File: src/rtl/apu_pkg.sv
package apu_pkg;

   typedef enum logic [2:0] {
      OP_NOP    = 3'b000,
      OP_SEARCH = 3'b001,
      OP_DUP    = 3'b010,
      OP_POP    = 3'b011,
      OP_AND    = 3'b100,
      OP_OR     = 3'b101,
      OP_WREC   = 3'b110,
      OP_WREG   = 3'b111
   } apu_op_e;

   typedef enum logic [1:0] {
      CMP_EQ = 2'b00,
      CMP_NE = 2'b01,
      CMP_LT = 2'b10,
      CMP_GT = 2'b11
   } apu_cmp_e;

endpackage

File: src/rtl/apu_cmp.sv
module apu_cmp
   import apu_pkg::*;
#(
   parameter int W      = 16,
   parameter bit SUB_LT = 1'b1
) (
   input  logic [W-1:0] field_i,
   input  logic [W-1:0] key_i,
   input  apu_cmp_e     code_i,
   output logic         res_o
);

   logic lt;
   logic eq;
   logic gt;

   generate
      if (SUB_LT) begin : g_sub
         logic [W:0] diff;
         assign diff = {1'b0, field_i} - {1'b0, key_i};
         assign lt   = diff[W];
      end else begin : g_rel
         assign lt = (field_i < key_i);
      end
   endgenerate

   assign eq = (field_i == key_i);
   assign gt = ~lt & ~eq;

   always_comb begin
      unique case (code_i)
         CMP_EQ:  res_o = eq;
         CMP_NE:  res_o = ~eq;
         CMP_LT:  res_o = lt;
         CMP_GT:  res_o = gt;
         default: res_o = 1'b0;
      endcase
   end

endmodule

File: src/rtl/apu_mask_stack.sv
module apu_mask_stack #(
   parameter int DEPTH = 8
) (
   input  logic clk,
   input  logic rst_n,
   input  logic push_i,
   input  logic pop_i,
   input  logic set_i,
   input  logic push_val_i,
   input  logic set_val_i,
   output logic top_o,
   output logic below_o
);

   localparam int CW = $clog2(DEPTH + 1);
   localparam int IW = (DEPTH > 1) ? $clog2(DEPTH) : 1;

   generate
      if (DEPTH < 2) begin : g_bad_depth
         $error("apu_mask_stack: DEPTH must be at least 2");
      end
   endgenerate

   logic [DEPTH-1:0] stk;
   logic [CW-1:0]    cnt;

   always_ff @(posedge clk or negedge rst_n) begin
      if (!rst_n) begin
         stk <= '1;
         cnt <= '0;
      end else if (push_i) begin
         stk <= {stk[DEPTH-2:0], push_val_i};
         if (cnt != CW'(DEPTH))
            cnt <= cnt + 1'b1;
      end else if (pop_i) begin
         stk <= {1'b1, stk[DEPTH-1:1]};
         if (cnt != '0)
            cnt <= cnt - 1'b1;
      end else if (set_i) begin
         stk[0] <= set_val_i;
      end
   end

   assign top_o   = stk[0];
   assign below_o = stk[1];

   p_depth_bound_r6: assert property (@(posedge clk) disable iff (!rst_n)
      cnt <= CW'(DEPTH));

   p_fill_ones_r5: assert property (@(posedge clk) disable iff (!rst_n)
      (cnt < CW'(DEPTH)) |-> stk[cnt[IW-1:0]]);

   p_pop_restore_r4: assert property (@(posedge clk) disable iff (!rst_n)
      (pop_i && !push_i) |=> (top_o == $past(below_o)));

   p_push_lands_r2: assert property (@(posedge clk) disable iff (!rst_n)
      push_i |=> (top_o == $past(push_val_i)));

endmodule

File: src/rtl/apu_bank.sv
module apu_bank #(
   parameter int W = 16,
   parameter int N = 4
) (
   input  logic                 clk,
   input  logic                 rst_n,
   input  logic                 we_i,
   input  logic [$clog2(N)-1:0] waddr_i,
   input  logic [W-1:0]         wdata_i,
   input  logic [$clog2(N)-1:0] raddr_i,
   output logic [W-1:0]         rdata_o,
   output logic [N*W-1:0]       words_o
);

   localparam int AW = $clog2(N);

   logic [W-1:0] word [N];

   generate
      for (genvar i = 0; i < N; i++) begin : g_word
         always_ff @(posedge clk or negedge rst_n) begin
            if (!rst_n)
               word[i] <= '0;
            else if (we_i && (waddr_i == AW'(i)))
               word[i] <= wdata_i;
         end
         assign words_o[i*W +: W] = word[i];
      end
   endgenerate

   assign rdata_o = word[raddr_i];

endmodule

File: src/rtl/apu_cell.sv
module apu_cell
   import apu_pkg::*;
#(
   parameter int FIELD_W     = 16,
   parameter int ENTRIES     = 4,
   parameter int STACK_DEPTH = 8,
   parameter bit CMP_SUBTRACT = 1'b1
) (
   input  logic                       clk,
   input  logic                       rst_n,
   input  logic [2:0]                 op,
   input  logic [1:0]                 cmp_code,
   input  logic [$clog2(ENTRIES)-1:0] sel,
   input  logic [FIELD_W-1:0]         key,
   input  logic [FIELD_W-1:0]         wdata,
   input  logic                       rd_bank,
   output logic                       hit,
   output logic [FIELD_W-1:0]         rd_data
);

   localparam int FLAT_W = ENTRIES * FIELD_W;

   generate
      if (FIELD_W < 1) begin : g_bad_width
         $error("apu_cell: FIELD_W must be positive");
      end
      if (ENTRIES < 2 || (ENTRIES & (ENTRIES - 1)) != 0) begin : g_bad_entries
         $error("apu_cell: ENTRIES must be a power of two, at least 2");
      end
      if (STACK_DEPTH < 2) begin : g_bad_stack
         $error("apu_cell: STACK_DEPTH must be at least 2");
      end
   endgenerate

   apu_op_e            op_e;
   logic               top;
   logic               below;
   logic               cmp_res;
   logic [FIELD_W-1:0] rec_q;
   logic [FIELD_W-1:0] reg_q;
   logic [FLAT_W-1:0]  rec_all;
   logic [FLAT_W-1:0]  reg_all;
   logic               do_push;
   logic               do_pop;
   logic               do_set;
   logic               push_val;
   logic               set_val;
   logic               rec_we;
   logic               reg_we;

   assign op_e = apu_op_e'(op);

   apu_cmp #(
      .W      (FIELD_W),
      .SUB_LT (CMP_SUBTRACT)
   ) u_cmp (
      .field_i (rec_q),
      .key_i   (key),
      .code_i  (apu_cmp_e'(cmp_code)),
      .res_o   (cmp_res)
   );

   always_comb begin
      do_push  = 1'b0;
      do_pop   = 1'b0;
      do_set   = 1'b0;
      push_val = top;
      set_val  = top;
      rec_we   = 1'b0;
      reg_we   = 1'b0;
      unique case (op_e)
         OP_SEARCH: begin
            do_push  = 1'b1;
            push_val = cmp_res & top;
         end
         OP_DUP: begin
            do_push  = 1'b1;
            push_val = top;
         end
         OP_POP: do_pop = 1'b1;
         OP_AND: begin
            do_set  = 1'b1;
            set_val = top & cmp_res;
         end
         OP_OR: begin
            do_set  = 1'b1;
            set_val = top | (cmp_res & below);
         end
         OP_WREC: rec_we = top;
         OP_WREG: reg_we = top;
         default: ;
      endcase
   end

   apu_mask_stack #(
      .DEPTH (STACK_DEPTH)
   ) u_stack (
      .clk        (clk),
      .rst_n      (rst_n),
      .push_i     (do_push),
      .pop_i      (do_pop),
      .set_i      (do_set),
      .push_val_i (push_val),
      .set_val_i  (set_val),
      .top_o      (top),
      .below_o    (below)
   );

   apu_bank #(
      .W (FIELD_W),
      .N (ENTRIES)
   ) u_rec (
      .clk     (clk),
      .rst_n   (rst_n),
      .we_i    (rec_we),
      .waddr_i (sel),
      .wdata_i (wdata),
      .raddr_i (sel),
      .rdata_o (rec_q),
      .words_o (rec_all)
   );

   apu_bank #(
      .W (FIELD_W),
      .N (ENTRIES)
   ) u_reg (
      .clk     (clk),
      .rst_n   (rst_n),
      .we_i    (reg_we),
      .waddr_i (sel),
      .wdata_i (wdata),
      .raddr_i (sel),
      .rdata_o (reg_q),
      .words_o (reg_all)
   );

   assign hit     = top;
   assign rd_data = rd_bank ? reg_q : rec_q;

   p_search_gated_r3: assert property (@(posedge clk) disable iff (!rst_n)
      (op_e == OP_SEARCH && !hit) |=> !hit);

   p_and_narrows_r8: assert property (@(posedge clk) disable iff (!rst_n)
      (op_e == OP_AND && !hit) |=> !hit);

   p_or_bounded_r9: assert property (@(posedge clk) disable iff (!rst_n)
      (op_e == OP_OR && !below) |=> (hit == $past(hit)));

   p_rec_guard_r10: assert property (@(posedge clk) disable iff (!rst_n)
      (op_e != OP_WREC || !hit) |=> $stable(rec_all));

   p_reg_guard_r10: assert property (@(posedge clk) disable iff (!rst_n)
      (op_e != OP_WREG || !hit) |=> $stable(reg_all));

   p_nop_hold_r12: assert property (@(posedge clk) disable iff (!rst_n)
      (op_e == OP_NOP) |=> $stable(hit));

endmodule

File: config.mk
export PLATFORM = sky130hd
export DESIGN_NAME = apu_cell
export DESIGN_NICKNAME = d
export VERILOG_FILES = /design/src/rtl/apu_pkg.sv /design/src/rtl/apu_cmp.sv /design/src/rtl/apu_mask_stack.sv /design/src/rtl/apu_bank.sv /design/src/rtl/apu_cell.sv
export SDC_FILE = /design/constraint.sdc
export NUM_CORES = 1
export LEC_CHECK = 0
export ABC_AREA = 0
export BUFFER_PORTS_ARGS = -buffer_cell sky130_fd_sc_hd__buf_2
export CAP_MARGIN = 20
export CORE_UTILIZATION = 23
export CTS_CLUSTER_SIZE = 14
export DETAILED_ROUTE_END_ITERATION = 10
export PLACE_DENSITY = 0.4
export SYNTH_ARGS = -nofsm -noshare
export SYNTH_HDL_FRONTEND = slang
export SYNTH_HIERARCHICAL = 1
export SYNTH_SLANG_ARGS = --single-unit
File: constraint.sdc
create_clock -name clk -period 3 [get_ports clk]
set_clock_uncertainty 0.1 [all_clocks]
set_input_delay 0.15 -clock clk [delete_from_list [all_inputs] [get_ports clk]]
set_output_delay 0.15 -clock clk [all_outputs]
set_load 0.02 [all_outputs]
; Yosys cells after proc, flatten, opt, wreduce, memory -nomap -nowiden
; Cells that the tools add are included.
[classes]
n_addsub = 1
multipliers = 0
n_div = 0
order_cmp = 1
eq_ne = 15
shift = 0
n_mux = 19
bitwise = 7
n_reduce_logical = 16
[ops]
columns = cell, n
row1 = two-way mux 16 bit, 5
row2 = binary-select mux 16 bit (select 2 bit), 2
row3 = subtractor 16 x 16 -> 17 bit, 1
row4 = == test 16 bit, 1
row5 = == test 3 bit (second input constant), 4
row6 = == test 2 bit (second input constant), 4
row7 = logical AND 1 bit, 8
row8 = two-way mux 1 bit, 8
row9 = two-way mux 8 bit, 1
row10 = two-way mux 7 bit, 1
row11 = == test 3 x 2 -> 1 bit (second input constant), 2
row12 = == test 2 x 1 -> 1 bit (second input constant), 2
row13 = zero test 2 bit, 2
row14 = one-hot mux 1 bit (4 select lines), 1
row15 = nonzero test 4 bit, 1
row16 = OR reduction 2 bit, 2
row17 = AND 1 bit, 3
row18 = == test 3 x 1 -> 1 bit (second input constant), 1
row19 = >= comparator 3 bit (second input constant), 1
row20 = inverter 2 -> 3 bit, 1
row21 = AND reduction 3 bit, 1
row22 = nonzero test 3 bit, 1
row23 = inequality test 2 x 1 -> 1 bit (second input constant), 1
row24 = inverter 1 bit, 2
row25 = other kinds (3), 3
[totals]
reg_bits = 136
latchBits = 0
ramBits = 0
romBits = 0
inputBits = 42
out_inout_bits = 17
elab_cells = 69
n_memories = 0

; Logic depth before layout (Yosys ltp)
; Gate-level depths: netlist (run 1).
[depth]
depth_word = 14
depth_mapped = 14
mapped_depth_nobuf = 13

; Modules after synthesis
; The synthesis (run 1) kept the hierarchy.
[by_module_without_submodules]
columns = module, n_inst, cells_per_inst, area_per_inst_um2
row1 = apu_bank, 2, 156, 2792.7
row2 = apu_cmp, 1, 60, 435.4
row3 = apu_mask_stack, 1, 35, 385.4
row4 = apu_cell, 1, 31, 331.6

; Least setup slack after synthesis (run 1)
; Ideal clock, no wire load.
[synth_path]
path_type = input to register
start = input sel[0]
end = register u_stack.stk[0]
setup_ns = 0.087
arrival_ns = 3.076
t_required_ns = 2.813
path_slack_ns = -0.263
stages = 14
path_buffers = 2
cell_sequence = buf_2 > buf_4 > mux4_2 > ha_1 > nand4_2 > nor4_2 > a21boi_1 > o32a_2 > o21ai_1 > o41ai_2 > nand2_1 > mux2_4 > mux2i_1 > o21ai_1
[synth_between]
elab_chain_cells = 14
elab_cells_between_ends = 18
[synth_lines]
columns = element, line
row1 = from (decl), apu_cell.sv:13  ; input logic [$clog2(ENTRIES)-1:0] sel,
row2 = inverter 2 -> 3 bit (implied by the code) (*), apu_bank.sv:31  ; assign rdata_o = word[raddr_i];
row3 = binary-select mux 16 bit (select 2 bit) (*), apu_bank.sv:31
row4 = two-way mux 16 bit (implied by the code) (*) (2 in series), apu_bank.sv:31
row5 = named net rec_q[14], apu_cell.sv:39  ; logic [FIELD_W-1:0] rec_q;
row6 = subtractor 16 x 16 -> 17 bit or == test 16 bit (tied branches), "apu_cmp.sv:20, apu_cmp.sv:27"
row7 = inverter 1 bit (on tied branches), "apu_cmp.sv:28, apu_cmp.sv:33"
row8 = AND 1 bit, apu_cmp.sv:28  ; assign gt = ~lt & ~eq;
row9 = one-hot mux 1 bit (4 select lines) (*), apu_cmp.sv:31  ; unique case (code_i)
row10 = named net cmp_res, apu_cell.sv:38  ; logic cmp_res;
row11 = AND 1 bit, apu_cell.sv:87  ; set_val = top | (cmp_res & below);
row12 = OR 1 bit, apu_cell.sv:87
row13 = one-hot mux 1 bit (2 select lines) (*), apu_cell.sv:71  ; unique case (op_e)
row14 = named net set_val, apu_cell.sv:47  ; logic set_val;
row15 = two-way mux 1 bit (*), apu_mask_stack.sv:39  ; end else if (set_i) begin
row16 = two-way mux 1 bit (*), apu_mask_stack.sv:35  ; end else if (pop_i) begin
row17 = two-way mux 8 bit (*), apu_mask_stack.sv:31  ; end else if (push_i) begin
row18 = to (signal assigned), apu_mask_stack.sv:32  ; stk <= {stk[DEPTH-2:0], push_val_i};
row19 = to (signal assigned), apu_mask_stack.sv:36  ; stk <= {1'b1, stk[DEPTH-1:1]};
row20 = to (signal assigned), apu_mask_stack.sv:40  ; stk[0] <= set_val_i;
row21 = to (decl), apu_mask_stack.sv:24  ; logic [DEPTH-1:0] stk;
; Mark *: on every way through the listed nets, which the timed path passes. The rest lies on a longest branch. The select of a mux whose other input is x is not followed.
; A chain may end at the register's enable or synchronous reset.

; Final worst setup path (run 1)
[layout_path]
start = register u_rec.word, in the netlist u_rec/words_o[58]
end = register u_stack.stk[0]
[layout_between]
elab_chain_cells = 13
elab_cells_between_ends = 17
[layout_lines]
columns = element, line
row1 = from (decl), apu_bank.sv:17  ; logic [W-1:0] word [N];
row2 = "from (signal, indexed assignment)", apu_bank.sv:25  ; word[i] <= wdata_i;
row3 = binary-select mux 16 bit (select 2 bit) (*), apu_bank.sv:31
row4 = two-way mux 16 bit (implied by the code) (*) (2 in series), apu_bank.sv:31
row5 = named net rec_q[10], apu_cell.sv:39
row6 = subtractor 16 x 16 -> 17 bit or == test 16 bit (tied branches), "apu_cmp.sv:20, apu_cmp.sv:27"
row7 = inverter 1 bit (on tied branches), "apu_cmp.sv:28, apu_cmp.sv:33"
row8 = AND 1 bit, apu_cmp.sv:28
row9 = one-hot mux 1 bit (4 select lines) (*), apu_cmp.sv:31
row10 = named net cmp_res, apu_cell.sv:38
row11 = AND 1 bit, apu_cell.sv:87
row12 = OR 1 bit, apu_cell.sv:87
row13 = one-hot mux 1 bit (2 select lines) (*), apu_cell.sv:71
row14 = named net set_val, apu_cell.sv:47
row15 = two-way mux 1 bit (*), apu_mask_stack.sv:39
row16 = two-way mux 1 bit (*), apu_mask_stack.sv:35
row17 = two-way mux 8 bit (*), apu_mask_stack.sv:31
; Marks and branches as above.

==> results.py, run 1 <==
metrics = {
    "grt": {
        "grt_pass1_wl_um": 27460,
        "grt_pass1_vias": 4490,
        "gr-total-overflow": 0,
        "antenna_found_initial": 0,
        "grt_max_degree": 64,
        "grtUsageTotal": 0.1234,
    },
    "setup_path": {
        "cp.arrival_ns": 3.34,
        "path_class": "register to register",
        "startpoint_type": "register",
        "critPathTopFamily": "multiplexers",
        "crit_chain": "mux4_2, ha_4, nand4_1, nor4_4, a21boi_2, o32a_2, o21ai_2, o41ai_2, nand2_1, mux2_4, mux2i_1, o21ai_1",
        "endpoint_kind": "register",
        "crit_fanout": 3,
        "crit_path_max_incr_delay_ns": 0.53,
        "cp_data_required_time_ns": 3.21,
        "cp_num_buf_inv": 0,
        "slowest_stage": "mux4_2",
    },
    "die": {
        "core.rowCount": 62,
        "start_util": 0.2341,
        "fp.dieH_um": 173.2,
        "dieArea_mm2": 0.02998,
        "num_io_pins": 59,
        "fp.dieW_um": 173.2,
        "core_mm2": 0.02878,
    },
    "run_status": {
        "violations": "negative setup slack",
        "outcome": "finished, violations left",
    },
    "synth": {
        "synth_commonest_cells": "134 x mux2_2, 128 x dfrtp_1, 32 x mux4_2",
        "async_reset_ff_frac": 1.000,
        "synth_most_common_cell": "mux2_2",
        "ys_seq_area_frac": 0.5066,
        "ys_seq_elements": 136,
        "yosysWarningCount": 6,
        "synth.area.top_cells": "dfrtp_1 48%, mux2_2 22%, mux4_2 11%",
        "synth_top_area_cell": "dfrtp_1",
        "syn_area_per_cell_um2": 15.38,
        "yosys_most_used_dff": "dfrtp_1",
        "syn_nets": 496,
        "syn_inst": 438,
        "synth_top_area_share": 0.4754,
        "synth_edf_count": 0,
        "netlist_area_mm2": 0.006738,
        "ys_types": 38,
    },
    "timing": {
        "rsz0062_at_grt": "yes",
        "timing.final.ws_setup_ns": -0.1252,
        "period_minus_slack_ns": 3.125,
        "timing.final.crit_share": 1.042,
        "relSlewSlack": 0.4607,
        "fmax_mhz": 320.0,
        "tightestPinTransition_ns": 0.8059,
        "timing.hold.ws_ns": 0.1577,
        "final-setup-viol-count": 1,
        "final-hold-violation-count": 0,
        "slew_violations": 0,
    },
    "detailed_routing": {
        "drt-pass1-iter-count": 7,
        "wirelength_um": 17480,
        "postRouteAntennaNets": 0,
        "vias": 4094,
        "drtIter0Drc": 129,
        "wl_per_cell_um": 18.36,
        "post-route-drc-count": 0,
        "via_per_inst": 4.300,
    },
    "cts": {
        "clk_path_buf_depth": 2,
        "insertion_delay_ns": 0.42,
        "clk_pin_slew_ns": 0.06,
        "ctsRootBufferMaster": "clkbuf_16",
        "cts.sinks": 136,
        "cts_tree": "done",
        "cts_max_level": 4,
        "cts_buffers": 17,
    },
    "place": {
        "dp_slack_ns": -0.4785,
        "portBuffers": 58,
        "place_inst": 900,
        "hpwl_um": 12320,
        "gp_congestion": 0.7387,
    },
    "finish": {
        "areaGrowthSynthToFinish_pct": 28.69,
        "drive_above_1_share": 0.5986,
        "diodes": 0,
        "nNetsFinal": 613,
        "final_util": 0.3013,
        "post_layout_nonfiller_instances": 952,
    },
    "min_path": {
        "hp-class": "input port to register",
    },
    "power_and_ir_drop": {
        "power.leakage_nw": 4.215,
        "power_w": 0.004347,
        "power.density_mw_per_mm2": 501.3,
        "irDropWorstVdd_mv": 0.3661,
    },
    "flow_run": {
        "drv_cap": 0,
    },
}
## cells in the final DEF (no fill, tap or decap), types with 2 or more instances in the layout
cell type,instances
ha_1,9
clkbuf_1,2
ha_4,7
bufinv_16,4
nand2_1,13
clkbuf_8,2
nor2b_1,2
nor2_1,5
dlygate4sd3_1,17
nand4_1,4
buf_2,57
clkinv_2,3
a21oi_1,5
mux4_2,32
a21o_1,2
dfstp_2,8
mux2_4,11
mux2i_1,7
buf_12,6
clkbuf_16,17
o21ai_0,8
mux2_2,134
buf_4,37
dfrtp_1,128
clkinv_4,2
nand3b_2,4
nor3b_4,2
o21ai_1,2
inv_1,18
nand3_2,2
## where the power goes
part,switching [W],internal [W],leakage [nW]
clock network,0.000791,0.00144,0.307
logic,0.000154,0.000109,2.04
registers,0.00000673,0.00185,1.87
total,0.000951,0.00340,4.22
## final timing paths
check | startpoint | endpoint | slack [ns] | cells past startpoint
setup / recovery | u_rec/words_o[58]$_DFFE_PN0P_ | u_stack/stk[0]$_DFFE_PN1P_ | -0.13 | 12
hold / removal | op[2] | u_stack/stk[0]$_DFFE_PN1P_ | 0.16 | 4
setup reg to reg | u_rec/words_o[58]$_DFFE_PN0P_ | u_stack/stk[0]$_DFFE_PN1P_ | -0.13 | 12
hold reg to reg | u_stack/stk[4]$_DFFE_PN1P_ | u_stack/stk[5]$_DFFE_PN1P_ | 0.39 | 2
max in group asynchronous | rst_n | u_stack/stk[0]$_DFFE_PN1P_ | 1.74 | 3
min in group asynchronous | rst_n | u_reg/words_o[41]$_DFFE_PN0P_ | 0.20 | 2
## per-layer routing
layer | vias to the layer above | global-route usage | part of all wire | routed length [µm]
met4 | 0 | 0.03761 | 0.010 | 175
met2 | 59 | 0.2033 | 0.49 | 8601
met1 | 2145 | 0.1626 | 0.47 | 8294
met3 | 16 | 0.02529 | 0.023 | 405
li1 | 1874 | - | - | -
met5 | - | 0 | 0 | 0
## final cells by class
class,count,area (µm²)
Fill cell,2893,20110
Tap cell,384,480.5
Clock buffer,21,460.4
Multi-Input combinational cell,263,3212
Timing Repair Buffer,118,864.6
Inverter,19,71.32
Sequential cell,136,3413
Clock inverter,11,168.9
## repair_timing
item / CTS / global route
resized for setup: 12 / 0
setup buffers: 3 / 0
gates cloned: 0 / 0
setup endpoints to repair: 1 / 1
pin swaps: 2 / 1
hold endpoints to repair: 182 / 0
hold buffers: 17 / 0
## tightest hold or removal path, cell delays in order
cell	delay [ns]
buf_2	0.16
o41a_1	0.19
nand2_1	0.05
o21ai_1	0.08
## metrics by stage
step	setup TNS [ns]	cell area, µm²
after floorplan	0	6788
after global placement	-0.4272	7754
after detailed placement	-0.4785	7754
after CTS	-0.1524	8671
after global routing	-0.2889	8671
final	-0.1252	8671
## state kept, by name, summed over array words and instances, names as in the netlist
signal,flops
u_rec/words_o,64
u_reg/words_o,64
u_stack/stk,8
## cell families (layout without fill, tap and decap cells)
family          after synthesis  after routing  share of synthesized area
compound gates               25             25                    0.02433
xor+xnor                      1              1                   0.001300
flops                       136            136                     0.5066
fa+ha+maj                    16             16                    0.02971
mux                         184            184                     0.3658
simple gates                 37             37                    0.03714
buf+inv                      39            169                    0.03510
(Power assumes the default switching activity.)
==> run 2: changes to the inputs <==
--- a/config.mk
+++ b/config.mk
@@ -8,10 +8,10 @@
 export ABC_AREA = 0
 export BUFFER_PORTS_ARGS = -buffer_cell sky130_fd_sc_hd__buf_2
 export CAP_MARGIN = 20
-export CORE_UTILIZATION = 23
+export CORE_UTILIZATION = 45
 export CTS_CLUSTER_SIZE = 14
 export DETAILED_ROUTE_END_ITERATION = 10
-export PLACE_DENSITY = 0.4
+export PLACE_DENSITY = 0.66
 export SYNTH_ARGS = -nofsm -noshare
 export SYNTH_HDL_FRONTEND = slang
 export SYNTH_HIERARCHICAL = 1
==> results.py, run 2 (synthesis results as in run 1) <==
metrics = {
    "power_and_ir_drop": {
        "power.leakage_nw": 4.174,
        "power_w": 0.004322,
        "power.density_mw_per_mm2": 517.3,
        "irDropWorstVdd_mv": 0.3876,
    },
    "die": {
        "dieArea_mm2": 0.01547,
        "start_util": 0.4618,
        "fp.dieW_um": 124.4,
        "core.rowCount": 44,
        "fp.dieH_um": 124.4,
        "num_io_pins": 59,
        "core_mm2": 0.01459,
    },
    "finish": {
        "nNetsFinal": 607,
        "seqCellArea_mm2": 0.003413,
        "final_cell_mix": "134 x mux2_2, 128 x dfrtp_1, 57 x buf_2, 35 x buf_4, 32 x mux4_2",
        "areaGrowthSynthToFinish_pct": 24.01,
        "post_layout_nonfiller_instances": 746,
        "multi_input_area_mm2": 0.003233,
        "fillers": 1142,
        "final_common_cell": "mux2_2",
        "diodes": 0,
        "final_cell_area_mm2": 0.008356,
        "drive_above_1_share": 0.5943,
    },
    "cts": {
        "clk_path_buf_depth": 2,
        "cts_buffers": 17,
        "clk_pin_slew_ns": 0.06,
        "insertion_delay_ns": 0.42,
        "ctsRootBufferMaster": "clkbuf_16",
        "cts.sinks": 136,
        "cts_tree": "done",
        "cts_max_level": 4,
    },
    "place": {
        "portBuffers": 58,
        "hpwl_um": 9770,
        "dpl_cell_area_mm2": 0.007432,
        "place_inst": 696,
        "gp_congestion": 0.7973,
    },
    "grt": {
        "grtUsageTotal": 0.2081,
        "gr-total-overflow": 0,
        "grt_pass1_wl_um": 24410,
        "antenna_found_initial": 0,
        "grt_max_degree": 137,
        "grt_pass1_vias": 4520,
    },
    "timing": {
        "final-hold-violation-count": 0,
        "tightestPinTransition_ns": 0.7869,
        "timing.final.ws_setup_ns": -0.2052,
        "period_minus_slack_ns": 3.205,
        "rsz0062_at_grt": "yes",
        "relSlewSlack": 0.4735,
        "timing.final.crit_share": 1.068,
        "final-setup-viol-count": 1,
        "fmax_mhz": 312.0,
        "slew_violations": 0,
        "finalSetupTns_ns": -0.2052,
    },
    "setup_path": {
        "crit_chain": "mux4_2, ha_4, nand4_1, buf_4, nor2_1, a21o_1, o32a_2, o21ai_4, o41ai_2, nand2_1, mux2_4, mux2i_1, o21ai_1",
        "endpoint_kind": "register",
        "cp_data_required_time_ns": 3.22,
        "startpoint_type": "register",
        "slowest_stage": "mux4_2",
        "critPathTopFamily": "multiplexers",
        "cp_num_buf_inv": 1,
        "cp.arrival_ns": 3.42,
        "crit_fanout": 3,
        "path_class": "register to register",
        "crit_path_max_incr_delay_ns": 0.52,
    },
    "run_status": {
        "outcome": "finished, violations left",
        "violations": "negative setup slack",
    },
    "detailed_routing": {
        "wl_per_cell_um": 19.80,
        "via_per_inst": 5.542,
        "post-route-drc-count": 0,
        "vias": 4134,
        "wirelength_um": 14770,
        "drtIter0Drc": 155,
        "drt-pass1-iter-count": 4,
        "postRouteAntennaNets": 0,
    },
    "min_path": {
        "hp-class": "input port to register",
    },
    "flow_run": {
        "drv_cap": 0,
    },
}
[run 2: repair_timing]
action	CTS	global route
gates resized for setup	4	10
setup endpoints to repair	1	1
pin swaps	0	2
buffers inserted	0	1
endpoints found under the hold margin	256	0
hold buffers	17	0
[run 2: per-layer routing]
| metal | track usage | routed length [µm] | vias to the layer above |
|---|---|---|---|
| met4 | 0.1035 | 409 | 0 |
| li1 | - | - | 1859 |
| met5 | 0 | 0 | - |
| met2 | 0.3331 | 7380 | 65 |
| met1 | 0.2683 | 6479 | 2184 |
| met3 | 0.04381 | 503 | 26 |
[run 2: tightest hold or removal path, cell delays in order]
cell	delay, ns
buf_2	0.13
o41a_1	0.16
nand2_1	0.05
o21ai_1	0.07
[run 2: report_power, final]
part | switching (W) | internal [W]
combinational | 0.000148 | 0.000109
sequential | 0.00000654 | 0.00185
clock | 0.000776 | 0.00143
[run 2: worst paths after layout]
| path | start | endpoint | slack [ns] | cells after the start |
|---|---|---|---|---|
| max in group asynchronous | rst_n | u_rec/words_o[4]$_DFFE_PN0P_ | 1.97 | 3 |
| min reg2reg | u_stack/stk[6]$_DFFE_PN1P_ | u_stack/stk[7]$_DFFE_PN1P_ | 0.40 | 2 |
| min in group asynchronous | rst_n | u_rec/words_o[56]$_DFFE_PN0P_ | 0.28 | 3 |
| max | u_rec/words_o[58]$_DFFE_PN0P_ | u_stack/stk[0]$_DFFE_PN1P_ | -0.21 | 13 |
| max reg2reg | u_rec/words_o[58]$_DFFE_PN0P_ | u_stack/stk[0]$_DFFE_PN1P_ | -0.21 | 13 |
| min | op[2] | u_stack/stk[0]$_DFFE_PN1P_ | 0.08 | 4 |
[run 2: per-stage QoR]
step	utilization	hold slack, ns	setup WS, ns
after floorplan	-	-0.2456	0.05820
after global placement	0.5094	0.2310	-0.2593
after detailed placement	0.5094	0.2422	-0.4064
after CTS	0.5659	0.04412	-0.2470
after global routing	0.5727	0.1435	-0.3181
final	0.5727	0.07633	-0.2052
[run 2: final cells by class]
type,count,share of cell area
Multi-Input combinational cell,263,0.3869
Clock buffer,20,0.05466
Timing Repair Buffer,112,0.09314
Clock inverter,12,0.02066
Inverter,19,0.008535
Tap cell,184,0.02755
Sequential cell,136,0.4085
